===== src/rtl/bank_pkg.sv =====
`timescale 1ns/1ps
// bank_pkg: shared widths and defaults for the bank window controller.
// Assumes a byte-wide host bus; all users take their widths from here.
package bank_pkg;
    localparam int HOST_ADDR_W = 20;
    localparam int HOST_DATA_W = 8;
    localparam int UNLOCK_WRITES = 3;
endpackage


===== src/rtl/bank_seq_detect.sv =====
`timescale 1ns/1ps
// bank_seq_detect: samples the host strobes and counts completed writes
// to the topmost address. Once UNLOCK_W writes have been counted, each
// further write to that address raises load_pulse for one cycle.
// Assumes the host holds address and data stable around the rising edge
// of the write enable. Any read, or a write to another address, clears the run.
module bank_seq_detect #(
    parameter int ADDR_W   = 20,
    parameter int DATA_W   = 8,
    parameter int UNLOCK_W = 3
) (
    input  logic              clk,
    input  logic              rst_n,
    input  logic [ADDR_W-1:0] bus_addr,
    input  logic [DATA_W-1:0] bus_data,
    input  logic              bus_ce_n,
    input  logic              bus_oe_n,
    input  logic              bus_we_n,
    output logic              load_pulse,
    output logic [DATA_W-1:0] load_data
);
    localparam int CNT_W = $clog2(UNLOCK_W + 1);
    localparam logic [CNT_W-1:0] ARMED_VAL = CNT_W'(UNLOCK_W);
    localparam logic [ADDR_W-1:0] TOP_ADDR = '1;

    logic [ADDR_W-1:0] addr_s;
    logic [DATA_W-1:0] data_s;
    logic              ce_n_s, oe_n_s, we_n_s, we_n_p;
    logic [CNT_W-1:0]  run_cnt;

    logic we_release, at_top, rd_access, wr_top, wr_other, run_clear, armed;

    // Sample the bus into the clock domain, keep the previous write strobe.
    always_ff @(posedge clk) begin
        if (!rst_n) begin
            addr_s <= '0;
            data_s <= '0;
            ce_n_s <= 1'b1;
            oe_n_s <= 1'b1;
            we_n_s <= 1'b1;
            we_n_p <= 1'b1;
        end else begin
            addr_s <= bus_addr;
            data_s <= bus_data;
            ce_n_s <= bus_ce_n;
            oe_n_s <= bus_oe_n;
            we_n_s <= bus_we_n;
            we_n_p <= we_n_s;
        end
    end

    // Classify the sampled bus activity of this cycle.
    always_comb begin
        we_release = !we_n_p && we_n_s && !ce_n_s;
        at_top     = (addr_s == TOP_ADDR);
        rd_access  = !ce_n_s && !oe_n_s;
        wr_top     = we_release && at_top && !rd_access;
        wr_other   = we_release && !at_top;
        run_clear  = rd_access || wr_other;
        armed      = (run_cnt == ARMED_VAL);
    end

    // Run counter: clear on a foreign access, step on a top write, saturate when armed.
    always_ff @(posedge clk) begin
        if (!rst_n) begin
            run_cnt <= '0;
        end else if (run_clear) begin
            run_cnt <= '0;
        end else if (wr_top && !armed) begin
            run_cnt <= run_cnt + CNT_W'(1);
        end
    end

    assign load_pulse = wr_top && armed;
    assign load_data  = data_s;

    // a foreign access restarts the run.
    p_run_clear_r2: assert property (@(posedge clk) disable iff (!rst_n)
        run_clear |=> (run_cnt == '0));

    // each top write before arming advances the count by one.
    p_run_step_r1: assert property (@(posedge clk) disable iff (!rst_n)
        (wr_top && !armed && !run_clear) |=> (run_cnt == $past(run_cnt) + CNT_W'(1)));

    // once armed, further top writes keep the run armed.
    p_stay_armed_r4: assert property (@(posedge clk) disable iff (!rst_n)
        (wr_top && armed) |=> (run_cnt == ARMED_VAL));
endmodule


===== src/rtl/bank_hold_reg.sv =====
`timescale 1ns/1ps
// bank_hold_reg: the bank register and the load indicator.
// Loads din on a one-cycle load strobe and inverts the indicator each time.
// Assumes load is a single-cycle pulse from the sequence detector.
module bank_hold_reg #(
    parameter int DATA_W = 8
) (
    input  logic              clk,
    input  logic              rst_n,
    input  logic              load,
    input  logic [DATA_W-1:0] din,
    output logic [DATA_W-1:0] bank,
    output logic              load_flag
);
    // Capture the bank value and flip the indicator on every load.
    always_ff @(posedge clk) begin
        if (!rst_n) begin
            bank      <= '0;
            load_flag <= 1'b0;
        end else if (load) begin
            bank      <= din;
            load_flag <= !load_flag;
        end
    end

    // a load stores the presented data.
    p_load_value_r1: assert property (@(posedge clk) disable iff (!rst_n)
        load |=> (bank == $past(din)));

    // without a load the register does not move.
    p_hold_value_r1: assert property (@(posedge clk) disable iff (!rst_n)
        !load |=> $stable(bank));

    // the indicator changes exactly when a load happens.
    p_flag_flip_r9: assert property (@(posedge clk) disable iff (!rst_n)
        load |=> (load_flag != $past(load_flag)));
    p_flag_hold_r9: assert property (@(posedge clk) disable iff (!rst_n)
        !load |=> $stable(load_flag));
endmodule


===== src/rtl/bank_window_decode.sv =====
`timescale 1ns/1ps
// bank_window_decode: forms the extended address lines and device enables.
// Upper host half forces all ones (top flash block); lower half shows the
// bank value. The top extended bit picks flash over RAM. Purely combinational.
module bank_window_decode #(
    parameter int DATA_W = 8
) (
    input  logic              host_hi,
    input  logic              host_ce_n,
    input  logic [DATA_W-1:0] bank,
    output logic [DATA_W-1:0] ext_addr,
    output logic              ram_ce_n,
    output logic              flash_ce_n
);
    logic dev_hi;

    // Window mux and device select.
    always_comb begin
        ext_addr   = host_hi ? '1 : bank;
        dev_hi     = ext_addr[DATA_W-1];
        flash_ce_n = host_ce_n || !(host_hi || dev_hi);
        ram_ce_n   = host_ce_n || host_hi || dev_hi;
    end
endmodule


===== src/rtl/bank_window_ctrl.sv =====
`timescale 1ns/1ps
// bank_window_ctrl: top of the sequence-unlocked bank select block.
// Joins the write-run detector, the bank register and the window decode.
// Assumes a synchronous clock faster than the host strobes, so each
// strobe level is seen for at least two clock cycles.
module bank_window_ctrl #(
    parameter int ADDR_W   = bank_pkg::HOST_ADDR_W,
    parameter int DATA_W   = bank_pkg::HOST_DATA_W,
    parameter int UNLOCK_W = bank_pkg::UNLOCK_WRITES
) (
    input  logic              clk,
    input  logic              rst_n,
    input  logic [ADDR_W-1:0] host_addr,
    input  logic [DATA_W-1:0] host_data,
    input  logic              host_ce_n,
    input  logic              host_oe_n,
    input  logic              host_we_n,
    output logic [DATA_W-1:0] ext_addr,
    output logic              ram_ce_n,
    output logic              flash_ce_n,
    output logic              latch_toggle
);
    logic              load_pulse;
    logic [DATA_W-1:0] load_data;
    logic [DATA_W-1:0] bank_val;

    bank_seq_detect #(.ADDR_W(ADDR_W), .DATA_W(DATA_W), .UNLOCK_W(UNLOCK_W)) u_seq (
        .clk        (clk),
        .rst_n      (rst_n),
        .bus_addr   (host_addr),
        .bus_data   (host_data),
        .bus_ce_n   (host_ce_n),
        .bus_oe_n   (host_oe_n),
        .bus_we_n   (host_we_n),
        .load_pulse (load_pulse),
        .load_data  (load_data)
    );

    bank_hold_reg #(.DATA_W(DATA_W)) u_reg (
        .clk       (clk),
        .rst_n     (rst_n),
        .load      (load_pulse),
        .din       (load_data),
        .bank      (bank_val),
        .load_flag (latch_toggle)
    );

    bank_window_decode #(.DATA_W(DATA_W)) u_dec (
        .host_hi    (host_addr[ADDR_W-1]),
        .host_ce_n  (host_ce_n),
        .bank       (bank_val),
        .ext_addr   (ext_addr),
        .ram_ce_n   (ram_ce_n),
        .flash_ce_n (flash_ce_n)
    );

    // the upper host half always reaches flash with all-ones lines.
    p_upper_flash_r5: assert property (@(posedge clk) disable iff (!rst_n)
        (!host_ce_n && host_addr[ADDR_W-1]) |-> (!flash_ce_n && ram_ce_n && (ext_addr == '1)));

    // never both devices enabled at once.
    p_one_device_r6: assert property (@(posedge clk) disable iff (!rst_n)
        $onehot0({!ram_ce_n, !flash_ce_n}));

    // no device enabled while the card is idle.
    p_idle_card_r7: assert property (@(posedge clk) disable iff (!rst_n)
        host_ce_n |-> (ram_ce_n && flash_ce_n));
endmodule


===== config.mk =====
export PLATFORM = sky130hd
export DESIGN_NAME = bank_window_ctrl
export DESIGN_NICKNAME = d
export VERILOG_FILES = /design/src/rtl/bank_pkg.sv /design/src/rtl/bank_seq_detect.sv /design/src/rtl/bank_hold_reg.sv /design/src/rtl/bank_window_decode.sv /design/src/rtl/bank_window_ctrl.sv
export SDC_FILE = /design/constraint.sdc
export NUM_CORES = 1
export LEC_CHECK = 0
export BUFFER_PORTS_ARGS = -buffer_cell sky130_fd_sc_hd__buf_2
export CORE_MARGIN = 2
export CORE_UTILIZATION = 40
export CTS_CLUSTER_DIAMETER = 150
export CTS_CLUSTER_SIZE = 10
export DETAILED_ROUTE_END_ITERATION = 8
export PLACE_DENSITY_LB_ADDON = 0.05
export SYNTH_ARGS = -nofsm -noshare
export SYNTH_HDL_FRONTEND = slang
export SYNTH_SLANG_ARGS = --single-unit

===== constraint.sdc =====
create_clock -name clk -period 1.8 [get_ports clk]
set_input_delay 0.27 -clock clk [delete_from_list [all_inputs] [get_ports clk]]
set_output_delay 0.27 -clock clk [all_outputs]
set_load 0.03 [all_outputs]

==> impl_metrics.json <==
{
  "core-area_um2": 3390,
  "area_growth_syn_to_layout_pct": 21.2,
  "hpwl_um": 1710,
  "maxCapViolations": 0,
  "yosysTopAreaCell": "dfxtp_1",
  "drc": 0,
  "cp.arrival_ps": 1220,
  "synth-adder-area-share_pct": 0.877,
  "htree_levels": 2,
  "synth_nets": 162,
  "antenna_found_initial": 0,
  "setup-tns-final_ps": 0,
  "ys_warn_count": 0,
  "ys_ff_latch": 43,
  "drive_gt1_share_pct": 36.2,
  "cp.required_ps": 1530,
  "status": "finished, final reports clean",
  "cp_max_fo": 3,
  "tightest_slew_ps": 358,
  "crit_path_start": "u_reg.bank[7]$_SDFFE_PN0P_",
  "clock_sinks": 43,
  "n_antenna_cell": 0,
  "via_per_inst": 4.35,
  "grt-ovfl-total": 0,
  "finalCritPeriodShare_pct": 83.0,
  "place_congestion": 0.665,
  "fp-row-count": 21,
  "synthesis.area_um2": 1430,
  "final_cell_mix": "buf_2, dfxtp_1, and2_1, nor2_1",
  "synth_top_family_by_area": "simple AND/OR/NAND/NOR gates",
  "start_util_pct": 42.1,
  "fin_skew_ps": 6.11,
  "grt_usage_pct": 13.0,
  "clkTransAtPathRegs_ps": 110,
  "fin_crit_ps": 1490,
  "nNetsFinal": 209,
  "nFillCells": 323,
  "slew_violations": 0,
  "grt_pass1_vias": 930,
  "numPortBuffers": 43,
  "rr_worst_depth": 6,
  "synth_top_area_share_pct": 60.4,
  "synth_xor_area_share_pct": 1.14,
  "clk_path_buf_depth": 2,
  "yosys.area_share.simple_pct": 27.8,
  "dr_total_vias": 956,
  "wl_met2_um": 1100,
  "cts.root.buffer_cell": "clkbuf_4",
  "synth_compound_area_share_pct": 1.32,
  "synth_edf_count": 0,
  "cp-end-kind": "output port",
  "wl_met1_um": 989,
  "dieArea_um2": 4060,
  "grt_max_degree": 19,
  "reg2reg_from": "u_seq.addr_s[14]$_SDFF_PN0_",
  "hold_viol_final": 0,
  "hold_depth": 2,
  "register_area_um2": 861,
  "synthCells": 128,
  "post_drt_wl_per_cell_um": 10.5,
  "synth_area_leaders": "dfxtp_1, and2_1, mux2i_1",
  "startpoint_type": "flip-flop",
  "endpoint": "flash_ce_n",
  "drt_iter0_markers": 22,
  "wl_met3_um": 167,
  "rsz0062_at_grt": "no",
  "muxShareOfSynthArea_pct": 6.40,
  "cts_repair_resize_count": 0,
  "hold_path_class": "in2reg",
  "vdd_drop_max_uv": 468,
  "synthFlopType": "dfxtp_1",
  "critPathKind": "reg2out",
  "async_flop_share_pct": 0,
  "setup_violations": 0,
  "grt_pass1_wl_um": 3950,
  "top_layer": "met4",
  "multiInputGateArea_um2": 536,
  "rrSetupSlack_ps": 380,
  "ys_seq_area_share_pct": 60.4,
  "clk_latency_ps": 340,
  "wl_um": 2300,
  "p_leak_nw": 0.834,
  "relSlewSlack_pct": 76.1,
  "syn_avg_cell_area_um2": 11.1,
  "post-cts-setup-buffers": 0,
  "p_per_area_nw_per_um2": 882,
  "ant_nets": 0,
  "max_freq_mhz": 669,
  "dr.pass1.iters": 4,
  "cts_inserted_buffers": 5,
  "synth_cell_types": 23,
  "r2r_end": "u_reg.bank[1]$_SDFFE_PN0P_",
  "holdBufCountCts": 0,
  "die_h_um": 63.7,
  "die_x_um": 63.7,
  "io_pins": 44,
  "cts_tree": "yes",
  "power.total_mw": 1.53
}
## Yosys cell counts (2+ instances only)
cell	instances
nand2b_1	6
clkbuf_1	4
nor2_1	10
mux2i_1	8
and2_1	28
or2_2	8
nand3_1	2
nand4_1	5
dfxtp_1	43
## layer usage
layer  up-vias  GRT usage [%]
met2        30           20.9
met4         0           6.52
met1       420           14.7
met3         4           5.71
li1        502              -
met5         -              0
## kinds of logic (layout without fill, tap and decap cells)
group,count (synthesis),in the layout
XOR/XNOR,1,1
AO/OA/AOI/OAI,3,3
AND/OR/NAND/NOR,65,65
adder cells (fa/ha/maj),1,1
multiplexers,9,9
buffers and inverters,6,52
flip-flops,43,43
## stage by stage
| stage | util (%) | setup WS, ps | instance area [µm²] | hold slack (ps) | instances |
|---|---|---|---|---|---|
| after floorplan | - | 483 | 1430 | 343 | 128 |
| after global placement | 49.8 | 402 | 1690 | 427 | 214 |
| final | 51.0 | 305 | 1730 | 107 | 220 |
| after CTS | 51.0 | 289 | 1730 | 96.9 | 220 |
| after detailed placement | 49.8 | 369 | 1690 | 436 | 214 |
| after global routing | 51.0 | 236 | 1730 | 95.2 | 220 |
## registers in the layout (all words and copies together) (netlist names)
signal / cells
u_reg.load_flag: 1
u_seq.oe_n_s: 1
u_seq.we_n_s: 1
u_seq.we_n_p: 1
u_seq.ce_n_s: 1
u_seq.load_data: 8
u_seq.run_cnt: 2
u_seq.addr_s: 20
u_reg.bank: 8
## worst min path at each step
stage / slack (ps) / end / start
6_report: 110 / u_seq.we_n_s$_SDFF_PN1_ / host_we_n
4_1_cts: 100 / u_seq.we_n_s$_SDFF_PN1_ / host_we_n
3_5_place_dp: 440 / u_seq.we_n_p$_SDFF_PN1_ / u_seq.we_n_s$_SDFF_PN1_
2_1_floorplan: 340 / u_seq.ce_n_s$_SDFF_PN1_ / rst_n
5_1_grt: 100 / u_seq.oe_n_s$_SDFF_PN1_ / host_oe_n
3_3_place_gp: 430 / u_seq.we_n_p$_SDFF_PN1_ / u_seq.we_n_s$_SDFF_PN1_
## power by group
group          internal [mW]  switching (mW)  leakage [nW]
logic                 0.0597          0.0622         0.455
clock network          0.139           0.264        0.0242
registers              0.989          0.0109         0.355
total                   1.19           0.337         0.834
## worst max-delay path, stage by stage, from the launching register on
cell and delay (ps):
dfxtp_1 330, or2_2 300, nand2b_1 70, buf_2 190
## final cells by class
cell class	instances	share of cell area (%)
clock buffers	6	2.39
inverters	1	0.217
multi-input cells	79	31.0
flip-flops and latches	43	49.8
well taps	46	3.33
repair buffers	45	13.3
(Power assumes the default switching activity.)
